===== config.mk =====
export PLATFORM = sky130hd
export DESIGN_NAME = nxpc_addr_gen
export DESIGN_NICKNAME = d
export VERILOG_FILES = /design/src/rtl/nxpc_pkg.sv /design/src/rtl/nxpc_seq_unit.sv /design/src/rtl/nxpc_xfer_unit.sv /design/src/rtl/nxpc_data_unit.sv /design/src/rtl/nxpc_addr_gen.sv
export SDC_FILE = /design/constraint.sdc
export NUM_CORES = 1
export LEC_CHECK = 0
export ABC_CLOCK_PERIOD_IN_PS = 3650
export BUFFER_PORTS_ARGS = -buffer_cell sky130_fd_sc_hd__buf_4
export CAP_MARGIN = 20
export CORE_UTILIZATION = 49
export DETAILED_ROUTE_END_ITERATION = 10
export PLACE_DENSITY = 0.78
export REMOVE_ABC_BUFFERS = 1
export SYNTH_ARGS = -nofsm -noshare
export SYNTH_HDL_FRONTEND = slang
export SYNTH_SLANG_ARGS = --single-unit

===== constraint.sdc =====
create_clock -name clk -period 3.65 [get_ports clk]
set_input_delay 0.1825 -clock clk [delete_from_list [all_inputs] [get_ports clk]]
set_output_delay 0.1825 -clock clk [all_outputs]
set_load 0.01 [all_outputs]

===== src/rtl/nxpc_pkg.sv =====
// Shared operation encoding for the next-PC / target address generator.
package nxpc_pkg;
    typedef enum logic [2:0] {
        OP_SEQ  = 3'd0,
        OP_CALL = 3'd1,
        OP_JUMP = 3'd2,
        OP_RET  = 3'd3,
        OP_LIT  = 3'd4,
        OP_NLS  = 3'd5
    } op_e;
endpackage


===== src/rtl/nxpc_seq_unit.sv =====
// Fall-through address: adds the instruction length to the PC.
// Assumes only two-byte and three-byte lengths; the sum wraps at AW bits.
module nxpc_seq_unit #(
    parameter int AW = 32
) (
    input  logic [AW-1:0] pc,
    input  logic          short_insn,
    output logic [AW-1:0] nxt
);
    localparam logic [AW-1:0] LEN_SHORT = AW'(2);
    localparam logic [AW-1:0] LEN_LONG  = AW'(3);

    // Select the length and add it.
    always_comb nxt = pc + (short_insn ? LEN_SHORT : LEN_LONG);
endmodule


===== src/rtl/nxpc_xfer_unit.sv =====
// Control-transfer decision: target, redirect, return-address write and
// illegal-form detection. Assumes op is valid only when the caller says so;
// windowed call forms are legal but carry no transfer here when supported.
module nxpc_xfer_unit
    import nxpc_pkg::*;
#(
    parameter int AW         = 32,
    parameter int OFFW       = 18,
    parameter int NW         = 2,
    parameter bit HAS_WINDOW = 1'b0
) (
    input  logic [2:0]      op_sel,
    input  logic [NW-1:0]   call_n,
    input  logic [AW-1:0]   pc,
    input  logic [OFFW-1:0] off,
    input  logic [AW-1:0]   link_in,
    output logic            take,
    output logic [AW-1:0]   tgt,
    output logic            lwe,
    output logic            ill
);
    localparam int SXW = AW - OFFW;

    op_e           op;
    logic [AW-1:0] off_sx;
    logic [AW-1:0] call_tgt;
    logic [AW-1:0] jump_tgt;
    logic          plain_call;

    assign op = op_e'(op_sel);

    // Sign-extend the offset field to the address width.
    always_comb off_sx = {{SXW{off[OFFW-1]}}, off};

    // Candidate targets for the two PC-relative transfers.
    always_comb begin
        call_tgt = {pc[AW-1:2], 2'b00} + (off_sx << 2) + AW'(4);
        jump_tgt = pc + AW'(4) + off_sx;
    end

    assign plain_call = (call_n == '0);

    // Pick target and side effects by operation class.
    always_comb begin
        take = 1'b0;
        tgt  = jump_tgt;
        lwe  = 1'b0;
        ill  = 1'b0;
        case (op)
            OP_CALL: begin
                if (plain_call) begin
                    take = 1'b1;
                    tgt  = call_tgt;
                    lwe  = 1'b1;
                end else begin
                    ill = !HAS_WINDOW;
                end
            end
            OP_JUMP: take = 1'b1;
            OP_RET: begin
                take = 1'b1;
                tgt  = link_in;
            end
            default: ;
        endcase
    end
endmodule


===== src/rtl/nxpc_data_unit.sv =====
// Data-side addresses: PC-relative literal address (negative word offset
// from the PC rounded up to a word) and base-plus-scaled compact address.
module nxpc_data_unit #(
    parameter int AW   = 32,
    parameter int IMMW = 16,
    parameter int RW   = 4
) (
    input  logic [AW-1:0]   pc,
    input  logic [IMMW-1:0] imm,
    input  logic [RW-1:0]   r,
    input  logic [AW-1:0]   base,
    output logic [AW-1:0]   lit,
    output logic [AW-1:0]   ls
);
    localparam int HIW = AW - IMMW - 2;
    localparam int ZW  = AW - RW - 2;

    logic [AW-1:0] pc_up;

    // Round PC+3 down to a word, i.e. round the next word boundary up.
    always_comb begin
        pc_up = pc + AW'(3);
        pc_up[1:0] = 2'b00;
    end

    // Literal address with all-ones upper bits above the scaled immediate.
    always_comb lit = {{HIW{1'b1}}, imm, 2'b00} + pc_up;

    // Compact load/store address: base plus word offset.
    always_comb ls = base + {{ZW{1'b0}}, r, 2'b00};
endmodule


===== src/rtl/nxpc_addr_gen.sv =====
// Top: next-PC and target address generator. Combines the three units and
// registers every result one cycle after in_valid. Synchronous active-low reset.
module nxpc_addr_gen #(
    parameter int AW         = 32,
    parameter int OFFW       = 18,
    parameter int IMMW       = 16,
    parameter int RW         = 4,
    parameter int NW         = 2,
    parameter bit HAS_WINDOW = 1'b0
) (
    input  logic            clk,
    input  logic            rst_n,
    input  logic            in_valid,
    input  logic [AW-1:0]   pc_in,
    input  logic            short_insn,
    input  logic [2:0]      op_sel,
    input  logic [NW-1:0]   call_n,
    input  logic [OFFW-1:0] off18,
    input  logic [IMMW-1:0] imm16,
    input  logic [RW-1:0]   r_field,
    input  logic [AW-1:0]   base_val,
    input  logic [AW-1:0]   link_in,
    output logic            out_valid,
    output logic            redirect,
    output logic [AW-1:0]   target,
    output logic [AW-1:0]   next_pc,
    output logic            link_we,
    output logic [AW-1:0]   link_data,
    output logic [AW-1:0]   lit_addr,
    output logic [AW-1:0]   ls_addr,
    output logic            illegal
);
    logic [AW-1:0] nxt_c, tgt_c, lit_c, ls_c;
    logic          take_c, lwe_c, ill_c;

    nxpc_seq_unit #(.AW(AW)) u_seq (
        .pc(pc_in), .short_insn(short_insn), .nxt(nxt_c)
    );

    nxpc_xfer_unit #(.AW(AW), .OFFW(OFFW), .NW(NW), .HAS_WINDOW(HAS_WINDOW)) u_xfer (
        .op_sel(op_sel), .call_n(call_n), .pc(pc_in), .off(off18),
        .link_in(link_in), .take(take_c), .tgt(tgt_c), .lwe(lwe_c), .ill(ill_c)
    );

    nxpc_data_unit #(.AW(AW), .IMMW(IMMW), .RW(RW)) u_data (
        .pc(pc_in), .imm(imm16), .r(r_field), .base(base_val),
        .lit(lit_c), .ls(ls_c)
    );

    // Control strobes: one cycle after the accepted input, cleared by reset.
    always_ff @(posedge clk) begin
        if (!rst_n) begin
            out_valid <= 1'b0;
            redirect  <= 1'b0;
            link_we   <= 1'b0;
            illegal   <= 1'b0;
        end else begin
            out_valid <= in_valid;
            redirect  <= in_valid & take_c;
            link_we   <= in_valid & lwe_c;
            illegal   <= in_valid & ill_c;
        end
    end

    // Address results: captured on each accepted input.
    always_ff @(posedge clk) begin
        if (!rst_n) begin
            target    <= '0;
            next_pc   <= '0;
            link_data <= '0;
            lit_addr  <= '0;
            ls_addr   <= '0;
        end else if (in_valid) begin
            target    <= tgt_c;
            next_pc   <= nxt_c;
            link_data <= nxt_c;
            lit_addr  <= lit_c;
            ls_addr   <= ls_c;
        end
    end
endmodule


==> metrics.csv <==
metric;value;unit
status;complete, no violations;
crit path max fanout;8;
first-pass GRT wire length;56.8;mm
CP Capture Type;flop;
met1 WL;15.1;mm
met2 routed WL;16.5;mm
Yosys reg bits;130;
share of layout cells above drive strength 1;23.3;%
switching pwr;0.00187;W
top cell type's share of synthesized area;23.1;%
Clock transition at path regs;70;ps
Post-Layout Cell Count;1981;
CP Class;in2reg;
H-tree Lvls;4;
Avg Inst Size Synth;7.82;µm²
gr usage total;30.0;%
most common cell in the synthesized netlist;nor2_1;
CP max stage delay;460;ps
cell internal pwr;0.00347;W
post-layout util;63.0;%
switching portion of total power;35.0;%
Clock Path Buffers;2;
via count;11725;
Die Ht;154;µm
cell mode on critical path;or3_4;
CTS tree;done;
Setup violations, final;0;
Routability Congestion;0.946;
Netlist cell types;79;
Max-cap violations;0;
max-slew violation count;0;
Max VDD drop;0.000251;V
PostCTS Resize Cnt;0;
Post-synth EDFFs;0;
DRC;0;
Tcrit/Tclk final;85.7;%
Port-buffer cells;304;
iteration-0 DRC count of the detailed router;868;
total grt overflow;0;
iteration count of the initial detailed-routing pass;8;
flop2flop setup slack;2580;ps
WL final;35.9;mm
synthesized instance count;1442;
Syn-to-layout area delta;26.1;%
die area;23600;µm²
row count;55;
Max Clk Rate;0.320;GHz
Worst EP required;4000;ps
Die Wd;154;µm
# Post-CTS Setup Buffers;0;
Post-synth ARST share;0;%
nets;1947;
Synth Flop Type;dfxtp_1;
Detail Route Antenna Nets;0;
Avg WL per Cell;18.1;µm
Flop pwr share;30.4;%
leakage power;6.45;nW
critical path launch point type;input pin;
Critical-path top delay cell;or4_1;
HPWL Detailed;27.8;mm
Place WS;111;ps
Vias/cell;5.92;
WHS;13.9;ps
sequential area share after synthesis;23.1;%
clock root buffer;clkbuf_16;
initial antenna violation count;0;
Top Metal Used;met4;
Fin. Hold Viols;0;
clock power share;35.0;%
vias in the first global route;11138;
DR WL met3;3.01;mm
HP Class;in2reg;
Fin Clk Skew;0;ps
RSZ-0062 raised after global routing;no;
largest net degree at the start of global routing;109;
Post-Syn Area;11300;µm²
worst skew pair latency;420;ps
post-route worst setup slack;523;ps
WHS Path Cells;3;
list of most frequent post-synthesis cells;174 x nor2_1, 130 x dfxtp_1, 118 x nand2_1, 117 x ha_1, 79 x o21ai_0;
normalized max-slew margin;45.4;%
pwr/cell area;375;nW/µm²
n_diodes;0;
dpl cells;1947;
Starting Density;49.9;%
fin crit period;3130;ps
top cells by area, synth;dfxtp_1 23%, ha_1 13%, nor2_1 5.8%, xor2_1 5.7%, xnor2_1 4.7%;
Syn. warnings;0;
worst reg2reg path depth;5;
Cell Chain, Critical Path;buf_4, nand4_4, nor2_1, nand2_1, xnor2_1, ha_1, or3_4, o221a_4, a2111oi_4, nor3_2, or3_4, and2_4, or4_1, a31oi_1;
Core Area;22600;µm²
# IOs;307;
leading area contributor after synthesis;dfxtp_1;
CP arrival;3480;ps
clock buffer count from CTS;17;
TNS Setup;0;ps
combinational share of power;34.6;%
Sink Count;130;
Worst Tran Pin Value;816;ps
## power groups by stage
stage,registers [W],logic (W),clock network [W]
after floorplan,0.00171,0.00101,0
after global placement,0.00165,0.00178,0
after CTS,0.00162,0.00183,0.00189
after global routing,0.00163,0.00202,0.00195
final,0.00162,0.00185,0.00187
after detailed placement,0.00165,0.00181,0
## layout make-up
type / count / area (µm²)
inverter: 33 / 124
clock inverter: 14 / 191
multi-input combinational: 1168 / 7990
fill: 2006 / 8350
timing repair buffer: 333 / 2520
clock buffer: 18 / 429
sequential: 130 / 2600
tap: 285 / 357
## flip-flops by register name, summed over array words and instances, names as in the netlist
name       flops
link_we        1
redirect       1
illegal        1
out_valid      1
lit_addr      30
link_data     32
ls_addr       32
target        32
## final timing paths
path                                   start           end
worst max register to register    target[30]    target[30]
worst min register to register  lit_addr[22]  lit_addr[22]
worst max-delay path                pc_in[4]  lit_addr[21]
worst min-delay path             link_in[21]    target[21]
## cells by family (layout without fill, tap and decap cells)
group / after synthesis / count (layout) / synth area share (%)
buffers and inverters: 145 / 398 / 6.08
flip-flops: 130 / 130 / 23.1
XOR/XNOR: 134 / 134 / 10.4
adder cells (fa/ha/maj): 121 / 121 / 13.7
other: 1 / 2 / 0.0333
multiplexers: 23 / 23 / 2.06
AND/OR/NAND/NOR: 504 / 504 / 21.6
AO/OA/AOI/OAI: 384 / 384 / 23.0
## critical path: cells and delay by family
kind,cells,cell delay [ps]
buffers and inverters,1,150
AOI/OAI and AO/OA,3,830
xor gates and xnor gates,1,130
and+or+nand+nor,8,1960
adders and majority gates,1,230
## timing repair
item	4_1_cts	5_1_grt
endpoints found under the setup margin	0	0
hold buffers	2	0
hold endpoints to repair	2	0
## layout by cell type (no fill, tap or decap), drive strengths merged, types with 5 or more instances in the layout
cell / count
buf: 331
nor2: 174
dfxtp: 130
nand2: 118
ha: 117
o21ai: 84
a21oi: 75
xor2: 74
a211oi: 71
xnor2: 60
nand3: 51
nor3: 41
inv: 41
a21o: 31
nand4: 29
or3: 23
mux2i: 21
clkbuf: 18
a31oi: 17
and3: 15
and2: 14
o211ai: 13
nor4: 13
o21a: 11
a311oi: 8
o21bai: 8
a221oi: 8
o22ai: 7
and4: 6
a41oi: 6
a31o: 6
o31ai: 6
o2111ai: 5
nand2b: 5
a221o: 5
## stage by stage
step | total power, W | cell area, µm²
floorplan | 0.00272 | 10700
global placement | 0.00343 | 13600
detailed placement | 0.00346 | 13600
CTS | 0.00534 | 14200
global route | 0.00561 | 14200
finish | 0.00533 | 14200
## routing by layer
layer | up-vias | track usage (%)
met1 | 5397 | 37.5
met5 | - | 0
met2 | 513 | 50.0
met3 | 90 | 5.75
met4 | 0 | 13.5
li1 | 5725 | -
(Power assumes the default switching activity.)
